===== src/rtl/pad_pkg.sv =====
package pad_pkg;
  typedef enum logic [3:0] {
    CLS_NONE       = 4'd0,
    CLS_MEM_RD     = 4'd1,
    CLS_MEM_WR     = 4'd2,
    CLS_MEM_RDMULT = 4'd3,
    CLS_MEM_RDLINE = 4'd4,
    CLS_MEM_WRINV  = 4'd5,
    CLS_IO_RD      = 4'd6,
    CLS_IO_WR      = 4'd7,
    CLS_CFG_RD     = 4'd8,
    CLS_CFG_WR     = 4'd9,
    CLS_INT_ACK    = 4'd10,
    CLS_SPECIAL    = 4'd11,
    CLS_DUAL_ADDR  = 4'd12,
    CLS_RSVD       = 4'd15
  } cmd_class_e;

  typedef enum logic [1:0] {
    BST_NONE   = 2'd0,
    BST_LINEAR = 2'd1,
    BST_WRAP   = 2'd2,
    BST_RSVD   = 2'd3
  } burst_e;
endpackage


===== src/rtl/pad_cmd_decode.sv =====
module pad_cmd_decode
  import pad_pkg::*;
(
  input  logic [3:0] cmd,
  input  logic [1:0] ord,
  output cmd_class_e cls,
  output burst_e     burst,
  output logic       is_mem
);
  always_comb begin
    unique case (cmd)
      4'b0000: cls = CLS_INT_ACK;
      4'b0001: cls = CLS_SPECIAL;
      4'b0010: cls = CLS_IO_RD;
      4'b0011: cls = CLS_IO_WR;
      4'b0110: cls = CLS_MEM_RD;
      4'b0111: cls = CLS_MEM_WR;
      4'b1010: cls = CLS_CFG_RD;
      4'b1011: cls = CLS_CFG_WR;
      4'b1100: cls = CLS_MEM_RDMULT;
      4'b1101: cls = CLS_DUAL_ADDR;
      4'b1110: cls = CLS_MEM_RDLINE;
      4'b1111: cls = CLS_MEM_WRINV;
      default: cls = CLS_RSVD;
    endcase
  end

  always_comb begin
    is_mem = (cls == CLS_MEM_RD) || (cls == CLS_MEM_WR) ||
             (cls == CLS_MEM_RDMULT) || (cls == CLS_MEM_RDLINE) ||
             (cls == CLS_MEM_WRINV);
    if (!is_mem)          burst = BST_NONE;
    else if (ord == 2'b00) burst = BST_LINEAR;
    else if (ord == 2'b10) burst = BST_WRAP;
    else                   burst = BST_RSVD;
  end
endmodule


===== src/rtl/pad_window_match.sv =====
module pad_window_match #(
  parameter int AW = 32
) (
  input  logic [AW-1:0] addr,
  input  logic [AW-1:0] base,
  input  logic [AW-1:0] mask,
  output logic          hit
);
  always_comb hit = ((addr & mask) == (base & mask));
endmodule


===== src/rtl/pad_parity.sv =====
module pad_parity #(
  parameter int AW = 32,
  parameter int CW = 4
) (
  input  logic [AW-1:0] addr,
  input  logic [CW-1:0] cmd,
  input  logic          par,
  output logic          err
);
  always_comb err = ^{addr, cmd, par};
endmodule


===== src/rtl/pci_addr_decode.sv =====
module pci_addr_decode
  import pad_pkg::*;
#(
  parameter int AW      = 32,
  parameter int CW      = 4,
  parameter int SUB_DLY = 3
) (
  input  logic          clk,
  input  logic          rst_n,
  input  logic          frame_n,
  input  logic [AW-1:0] ad,
  input  logic [CW-1:0] cbe,
  input  logic          par,
  input  logic [AW-1:0] win_base,
  input  logic [AW-1:0] win_mask,
  input  logic          sub_mode,
  input  logic          other_claim,
  output logic          claim_o,
  output logic [3:0]    cls_o,
  output logic [1:0]    burst_o,
  output logic          disc_o,
  output logic          perr_o
);
  localparam int SCW = $clog2(SUB_DLY + 1);

  // reset synchronizer: assert async, release on clock
  logic [1:0] rst_sync;
  logic       rst_s_n;
  always_ff @(posedge clk or negedge rst_n) begin
    if (!rst_n) rst_sync <= 2'b00;
    else        rst_sync <= {rst_sync[0], 1'b1};
  end
  assign rst_s_n = rst_sync[1];

  // state
  logic           frame_q;
  logic [AW-1:0]  addr_q;
  logic [CW-1:0]  cmd_q;
  logic           stg1_q;
  logic [SCW-1:0] sub_cnt_q;
  logic           sub_disc_q;

  logic           start;
  cmd_class_e     dec_cls;
  burst_e         dec_burst;
  logic           dec_mem, win_hit, par_err;

  // next-state
  logic           stg1_d, claim_d, disc_d, perr_d, sub_disc_d;
  logic [SCW-1:0] sub_cnt_d;
  logic [3:0]     cls_d;
  logic [1:0]     burst_d;
  logic           upd_cls;

  assign start = frame_q & ~frame_n;

  pad_cmd_decode u_cmd (
    .cmd(cmd_q), .ord(addr_q[1:0]), .cls(dec_cls), .burst(dec_burst), .is_mem(dec_mem)
  );
  pad_window_match #(.AW(AW)) u_win (
    .addr(addr_q), .base(win_base), .mask(win_mask), .hit(win_hit)
  );
  pad_parity #(.AW(AW), .CW(CW)) u_par (
    .addr(addr_q), .cmd(cmd_q), .par(par), .err(par_err)
  );

  always_comb begin
    stg1_d     = start;
    claim_d    = 1'b0;
    disc_d     = 1'b0;
    perr_d     = 1'b0;
    upd_cls    = 1'b0;
    cls_d      = cls_o;
    burst_d    = burst_o;
    sub_cnt_d  = sub_cnt_q;
    sub_disc_d = sub_disc_q;
    if (start) begin
      sub_cnt_d = '0;
    end else if (stg1_q) begin
      upd_cls    = 1'b1;
      cls_d      = dec_cls;
      burst_d    = dec_burst;
      perr_d     = par_err;
      sub_disc_d = (dec_burst == BST_RSVD);
      if (!sub_mode) begin
        claim_d = dec_mem & win_hit;
        disc_d  = dec_mem & win_hit & (dec_burst == BST_RSVD);
      end else if (dec_mem && !other_claim) begin
        sub_cnt_d = SCW'(1);
      end
    end else if (sub_cnt_q != '0) begin
      if (other_claim) begin
        sub_cnt_d = '0;
      end else if (sub_cnt_q == SCW'(SUB_DLY - 1)) begin
        sub_cnt_d = '0;
        claim_d   = 1'b1;
        disc_d    = sub_disc_q;
      end else begin
        sub_cnt_d = sub_cnt_q + SCW'(1);
      end
    end
  end

  always_ff @(posedge clk or negedge rst_s_n) begin
    if (!rst_s_n) begin
      frame_q    <= 1'b1;
      stg1_q     <= 1'b0;
      sub_cnt_q  <= '0;
      sub_disc_q <= 1'b0;
      claim_o    <= 1'b0;
      disc_o     <= 1'b0;
      perr_o     <= 1'b0;
      cls_o      <= CLS_NONE;
      burst_o    <= BST_NONE;
    end else begin
      frame_q    <= frame_n;
      stg1_q     <= stg1_d;
      sub_cnt_q  <= sub_cnt_d;
      sub_disc_q <= sub_disc_d;
      claim_o    <= claim_d;
      disc_o     <= disc_d;
      perr_o     <= perr_d;
      if (upd_cls) begin
        cls_o   <= cls_d;
        burst_o <= burst_d;
      end
    end
  end

  // address capture with explicit enable
  always_ff @(posedge clk or negedge rst_s_n) begin
    if (!rst_s_n) begin
      addr_q <= '0;
      cmd_q  <= '0;
    end else if (start) begin
      addr_q <= ad;
      cmd_q  <= cbe;
    end
  end


  rsvd_no_claim_chk: assert property (@(posedge clk) disable iff (!rst_s_n)
    claim_o |-> (cls_o != CLS_RSVD));

  disc_with_claim_chk: assert property (@(posedge clk) disable iff (!rst_s_n)
    disc_o |-> (claim_o && burst_o == BST_RSVD));

  nonmem_no_burst_chk: assert property (@(posedge clk) disable iff (!rst_s_n)
    (cls_o >= 4'd6) |-> (burst_o == BST_NONE && !disc_o));

  claim_pulse_chk: assert property (@(posedge clk) disable iff (!rst_s_n)
    claim_o |=> !claim_o);

  perr_pulse_chk: assert property (@(posedge clk) disable iff (!rst_s_n)
    perr_o |=> !perr_o);

  sub_cancel_chk: assert property (@(posedge clk) disable iff (!rst_s_n)
    (sub_mode && other_claim && !stg1_q && !start) |=> !claim_o);
endmodule


===== config.mk =====
export PLATFORM = sky130hd
export DESIGN_NAME = pci_addr_decode
export DESIGN_NICKNAME = d
export VERILOG_FILES = /design/src/rtl/pad_pkg.sv /design/src/rtl/pad_cmd_decode.sv /design/src/rtl/pad_window_match.sv /design/src/rtl/pad_parity.sv /design/src/rtl/pci_addr_decode.sv
export SDC_FILE = /design/constraint.sdc
export NUM_CORES = 1
export LEC_CHECK = 0
export CAP_MARGIN = 15
export CELL_PAD_IN_SITES_DETAIL_PLACEMENT = 0
export CELL_PAD_IN_SITES_GLOBAL_PLACEMENT = 1
export CORE_MARGIN = 8
export CORE_UTILIZATION = 30
export CTS_CLUSTER_DIAMETER = 80
export CTS_CLUSTER_SIZE = 24
export DETAILED_ROUTE_END_ITERATION = 10
export PLACE_DENSITY = 0.84
export SYNTH_ARGS = -nofsm -noshare
export SYNTH_HDL_FRONTEND = slang
export SYNTH_HIERARCHICAL = 1
export SYNTH_SLANG_ARGS = --single-unit

===== constraint.sdc =====
create_clock -name clk -period 1.4 [get_ports clk]
set_input_delay 0.28 -clock clk [delete_from_list [all_inputs] [get_ports clk]]
set_output_delay 0.28 -clock clk [all_outputs]
set_load 0.05 [all_outputs]

* After elaboration in Yosys (flattened, before gate mapping) *
Memory sizes are Yosys's and may differ from the RTL's.
Index checks and enable logic that the tools add are counted.

storage, ports and cells
  register bits after elaboration = 52
  ROM bits = 64
  input port bits = 106
  output and inout port bits = 9
  logic and storage cells = 71
  memories = 1

cells by class
  $add $sub $neg = 1
  equality and inequality tests = 11
  multiplexer cells = 26
  bitwise logic cells = 7
  reduce and logical (&&, ||, !) cells = 13

memories
  memory           words  width  rd ports  clocked after Yosys merged registers in  write ports  RTL line              RTL
  (no name shown)  16     4      1         0                                        0            pad_cmd_decode.sv:11  unique case (cmd)

operators by type and width
  operator               number
  $and A32 B32 Y32       2
  $reduce_xor A37 Y1     1
  $eq A32 B32 Y1         1
  $mux W2                9
  $mux W1                17
  $eq A4 B2 Y1 const B   2
  $eq A4 B3 Y1 const B   2
  $eq A2 B2 Y1 const B   3
  $reduce_and A3 Y1      2
  $eq A4 B1 Y1 const B   1
  $logic_or A1 B1 Y1     4
  $and A1 B1 Y1          3
  $ne A3 B1 Y1 const B   1
  $ne A3 B2 Y1 const B   1
  $reduce_bool A3 Y1     1
  $add A2 B1 Y2 const B  1
  $logic_not A2 Y1       1
  $not A1 Y1             2
  $reduce_and A2 Y1      1
  $reduce_bool A2 Y1     1
  $logic_and A1 B1 Y1    1
  $logic_not A1 Y1       1

* Longest topological paths before layout *
Gate-level depths: netlist (run 1).
An unclocked memory read counts as a cell.

  depth after elaboration = 12
  depth in mapped cells = 10
  mapped depth without buffers = 10

* By module *
Netlist (run 1), hierarchy kept.

modules (own cells, without submodules)
  module            instances  cells each  area each (um2)  sequential area each (um2)
  pci_addr_decode   1          198         2015.7           1302.5
  pad_window_match  1          53          437.9            0.0
  pad_cmd_decode    1          39          337.8            0.0
  pad_parity        1          35          320.3            0.0

* Worst setup path before layout (run 1) *
OpenSTA, ideal clock, no wires.

  path kind = register to register
  from = register cmd_q[1]
  to = register sub_cnt_q[1]
  arrival = 2.143 ns
  required time = 1.279 ns
  path slack = -0.864 ns
  stages on the path, launching flop included = 9
  path buffers = 0
  cell sequence = dfrtp_1 -> inv_1 -> ha_1 -> mux4_2 -> a32o_2 -> nor3_1 -> nand3b_1 -> a31oi_1 -> nor2_1

on the way
  longest elaborated chain between the ends = 9
  elaborated cells between the ends (all ways) = 13

RTL lines
  item                                                 RTL line                RTL
  start, declared                                      pci_addr_decode.sv:38   logic [CW-1:0] cmd_q;
  start signal, assigned                               pci_addr_decode.sv:134  cmd_q <= '0;
  start signal, assigned                               pci_addr_decode.sv:137  cmd_q <= cbe;
  $mem_v2 Z16 W4 *                                     n/a
  $eq A4 B1 Y1 / $eq A4 B2 Y1 (equally long branches)  pad_cmd_decode.sv:29    is_mem = (cls == CLS_MEM_RD) || (cls == CLS_MEM_WR) ||
  $logic_or A1 B1 Y1 (2 in series)                     pad_cmd_decode.sv:29
  $logic_or A1 B1 Y1                                   pad_cmd_decode.sv:30    (cls == CLS_MEM_RDMULT) || (cls == CLS_MEM_RDLINE) ||
  $logic_or A1 B1 Y1 *                                 pad_cmd_decode.sv:30
  via dec_mem                                          pci_addr_decode.sv:46   logic dec_mem, win_hit, par_err;
  $logic_and A1 B1 Y1 *                                pci_addr_decode.sv:88   end else if (dec_mem && !other_claim) begin
  $ne A3 B1 Y1 (no line) *                             n/a
  $reduce_and A3 Y1 (no line) *                        n/a
  end signal, assigned                                 pci_addr_decode.sv:118  sub_cnt_q <= sub_cnt_d;
  end, declared                                        pci_addr_decode.sv:40   logic [SCW-1:0] sub_cnt_q;

Mark *: on every way through the listed nets, which the timed path passes. The rest lies on a longest branch.
A chain may end at the register's enable or synchronous reset.

* Worst setup path after layout (run 1) *
  from = register cmd_q[1]
  to = register disc_o

on the way
  longest elaborated chain between the ends = 12
  elaborated cells between the ends (all ways) = 17

RTL lines
  item                                                 RTL line                RTL
  $mem_v2 Z16 W4 *                                     n/a
  via dec_cls[0]                                       pci_addr_decode.sv:44   cmd_class_e dec_cls;
  $eq A4 B1 Y1 / $eq A4 B2 Y1 (equally long branches)  pad_cmd_decode.sv:29
  $logic_or A1 B1 Y1 (2 in series)                     pad_cmd_decode.sv:29
  $logic_or A1 B1 Y1                                   pad_cmd_decode.sv:30
  $logic_or A1 B1 Y1 *                                 pad_cmd_decode.sv:30
  $mux W2 *                                            pad_cmd_decode.sv:32    if (!is_mem) burst = BST_NONE;
  via dec_burst[1]                                     pci_addr_decode.sv:45   burst_e dec_burst;
  $eq A2 B2 Y1 *                                       pci_addr_decode.sv:87   disc_d = dec_mem & win_hit & (dec_burst == BST_RSVD);
  $and A1 B1 Y1 *                                      pci_addr_decode.sv:87
  $mux W1 *                                            pci_addr_decode.sv:85   if (!sub_mode) begin
  $mux W1 *                                            pci_addr_decode.sv:79   end else if (stg1_q) begin
  $mux W1 *                                            pci_addr_decode.sv:77   if (start) begin
  via disc_d                                           pci_addr_decode.sv:49   logic stg1_d, claim_d, disc_d, perr_d, sub_disc_d;
  end signal, assigned                                 pci_addr_decode.sv:121  disc_o <= disc_d;
  end, declared                                        pci_addr_decode.sv:21   output logic disc_o,

Marks and branches as above.

==> results.ini, run 1 <==
[run_status]
status = finished, violations left
violations = negative setup slack

[timing]
clock.fmax_mhz = 451
min_period_ns = 2.22
finalHoldViolCount = 0
min_period_over_period_pct = 158
whs_ns = 0.122
drv_slew = 0
tns_ns = -7.05
finalClockSkew_ns = 0.0111
rsz0062_at_grt = true
setup_ws_ns = -0.819
setup_viol = 12

[worst_setup_path]
cp_data_required_time_ns = 1.63
startpoint_type = register
cp_slowest_cell = mux4_2
path_max_fanout = 4
crit_arrival_ns = 2.45
path_buf_inv = 2
criticalPathCategory = reg -> reg
crit_path_max_incr_delay_ns = 0.46
crit_chain = inv_4, ha_4, inv_2, mux4_2, a32o_2, nor4_4, nand2_1, o22ai_1
critPathCaptureType = register
crit_family = compound AO/OA/AOI/OAI gates
reg2reg_slack_ns = -0.82

[floorplan]
die_area_sq_um = 13900
pin_count = 115
start_util_pct = 30.6
num_rows = 37
die_h_um = 118
die_w_um = 118
core_sq_um = 10200

[layout]
fillers = 961
final_common_cell = nand2_1
area_growth_pct = 66.7
layout.nets = 600
layout_common_cells = nand2_1 (112), clkdlybuf4s50_1 (105), dfrtp_1 (48)
layout-drive-gt1-share_pct = 22.0
antenna_cells = 0

[run]
cap_viol_max_count = 0

[worst_hold_path]
hp-class = in -> async

[routing]
drt-total-wl_um = 9610
postRouteAntennaNets = 0
drtIter0Drc = 58
wl_per_cell_um = 15.5
vias_per_cell = 4.38
vias = 2727
drc = 0
drt_pass1_iterations = 4

[global_routing]
antenna_found_initial = 0
grt_pass1_wl_um = 15500
grt_max_degree = 51
grt-ovfl-total = 0
grtUsageTotal_pct = 13.7
grt_pass1_vias = 3150

[clocking]
clock_latency_ns = 0.31
clock-sinks = 52
cts-root-buf = clkbuf_8
cts.htree.levels = 2
cts_inserted_buffers = 5
clockBufferDepth = 2
cts_tree = yes
clk_pin_slew_worst_paths_ns = 0.10

[synth]
synth_area_sq_um = 3110
synthSimpleGateAreaFrac_pct = 19.2
muxShareOfSynthArea_pct = 4.99
synth-seq-cells = 52
synthCells = 325
synth_fp_nets = 440
ys_types = 40
synth_xor_area_share_pct = 19.3
ys.flop_type = dfrtp_1
ys_seq_area_share_pct = 41.9
synth_compound_area_share_pct = 6.15
synthAdderAreaFrac_pct = 3.62
synth_edf_count = 0
ys_warn_count = 6
async_flop_share_pct = 100
syn_avg_cell_area_sq_um = 9.57
synth_top_family_by_area = XOR/XNOR gates

[power]
ir_drop_mv = 0.611
p_leak_uw = 0.00238
cellPowerDensity_nw_per_um2 = 1180

[placed_design]
portBuffers = 114
gp_congestion = 0.815
dpl.hpwl_um = 7790

-- stage by stage --
stage                     total power [uW]  util, %  setup WS (ns)  std cells  area, sq um
after detailed placement              4560     47.5         -0.869        606         4830
after global placement                4500     47.5         -0.816        606         4830
after floorplan                       3410        -         -0.691        325         3150
after global routing                  6440     50.9         -0.893        622         5190
after CTS                             6120     50.4         -0.786        619         5130
final                                 6120     50.9         -0.819        622         5190
-- cell type report --
cell class | count | area (sq um) | area share [%]
Timing Repair Buffer | 165 | 1700 | 32.7
Tap cell | 136 | 170 | 3.28
Sequential cell | 52 | 1310 | 25.2
Clock buffer | 5 | 68.8 | 1.33
Clock inverter | 3 | 90.1 | 1.74
Inverter | 11 | 48.8 | 0.940
Multi-Input combinational cell | 250 | 1810 | 34.9
-- cell usage after synthesis (all sizes together), types with 4 or more instances --
library cell | count | area share (%)
nor2 | 4 | 0.48
buf | 11 | 3.2
xnor2 | 29 | 8.2
ha | 9 | 3.6
xor2 | 37 | 10
nor2b | 4 | 0.88
nand4 | 6 | 1.4
a22oi | 16 | 3.9
nand2 | 113 | 14
mux2 | 6 | 2.9
inv | 11 | 1.4
dfrtp | 51 | 41
-- flip-flops by register name (all words and copies together) (netlist names) --
| register | count |
|---|---|
| frame_q | 1 |
| rst_sync | 2 |
| cls_o | 4 |
| sub_disc_q | 1 |
| claim_o | 1 |
| perr_o | 1 |
| stg1_q | 1 |
| disc_o | 1 |
| burst_o | 2 |
| addr_q | 32 |
| cmd_q | 4 |
| sub_cnt_q | 2 |
-- report_power, final --
group          switching, uW  total, uW  internal, uW
combinational           1170       2790          1620
clock                    514       1410           894
sequential               222       1920          1700
-- path summary, 6_finish.rpt --
kind | startpoint | endpoint | cells past startpoint
setup / recovery | cmd_q[1] | disc_o | 8
hold / removal | rst_n | rst_sync[0] | 1
setup reg to reg | cmd_q[1] | disc_o | 8
hold reg to reg | rst_sync[1] | addr_q[6] | 1
max in group asynchronous | rst_sync[1] | frame_q | 1
min in group clk | rst_sync[0] | rst_sync[1] | 0
-- layer usage --
metal / up-vias / routed length [um] / GRT usage (%)
li1: 1363 / - / -
met1: 1269 / 4210 / 16.2
met2: 84 / 4720 / 24.1
met3: 11 / 548 / 3.98
met4: 0 / 133 / 3.04
met5: - / 0 / 0
-- kinds of logic after synthesis --
logic type | after synthesis
and+or+nand+nor | 137
xor gates and xnor gates | 67
DFF | 52
muxes | 10
buffers and inverters | 23
AOI/OAI and AO/OA | 26
other | 1
adders and majority gates | 9
-- repair_timing --
| action | CTS | global route |
|---|---|---|
| buffers inserted | 5 | 4 |
| gates resized for setup | 19 | 9 |
| hold buffers | 0 | 0 |
| pin swaps | 9 | 9 |
| endpoints found under the setup margin | 12 | 12 |
-- worst reg2reg max path: stages, from the launching register on --
cell,delay (ns)
dfrtp_2,0.43
inv_4,0.05
ha_4,0.27
inv_2,0.03
mux4_2,0.46
a32o_2,0.31
nor4_4,0.28
nand2_1,0.12
o22ai_1,0.20
(Power assumes the default switching activity.)
==> inputs of run 2 (changes only) <==
--- a/config.mk
+++ b/config.mk
@@ -13,6 +13,7 @@
 export CTS_CLUSTER_DIAMETER = 80
 export CTS_CLUSTER_SIZE = 24
 export DETAILED_ROUTE_END_ITERATION = 10
+export HOLD_SLACK_MARGIN = 0.05
 export PLACE_DENSITY = 0.84
 export SYNTH_ARGS = -nofsm -noshare
 export SYNTH_HDL_FRONTEND = slang
==> results of run 2 <==
The final DEF is identical to that of run 1; final timing and power are the same.
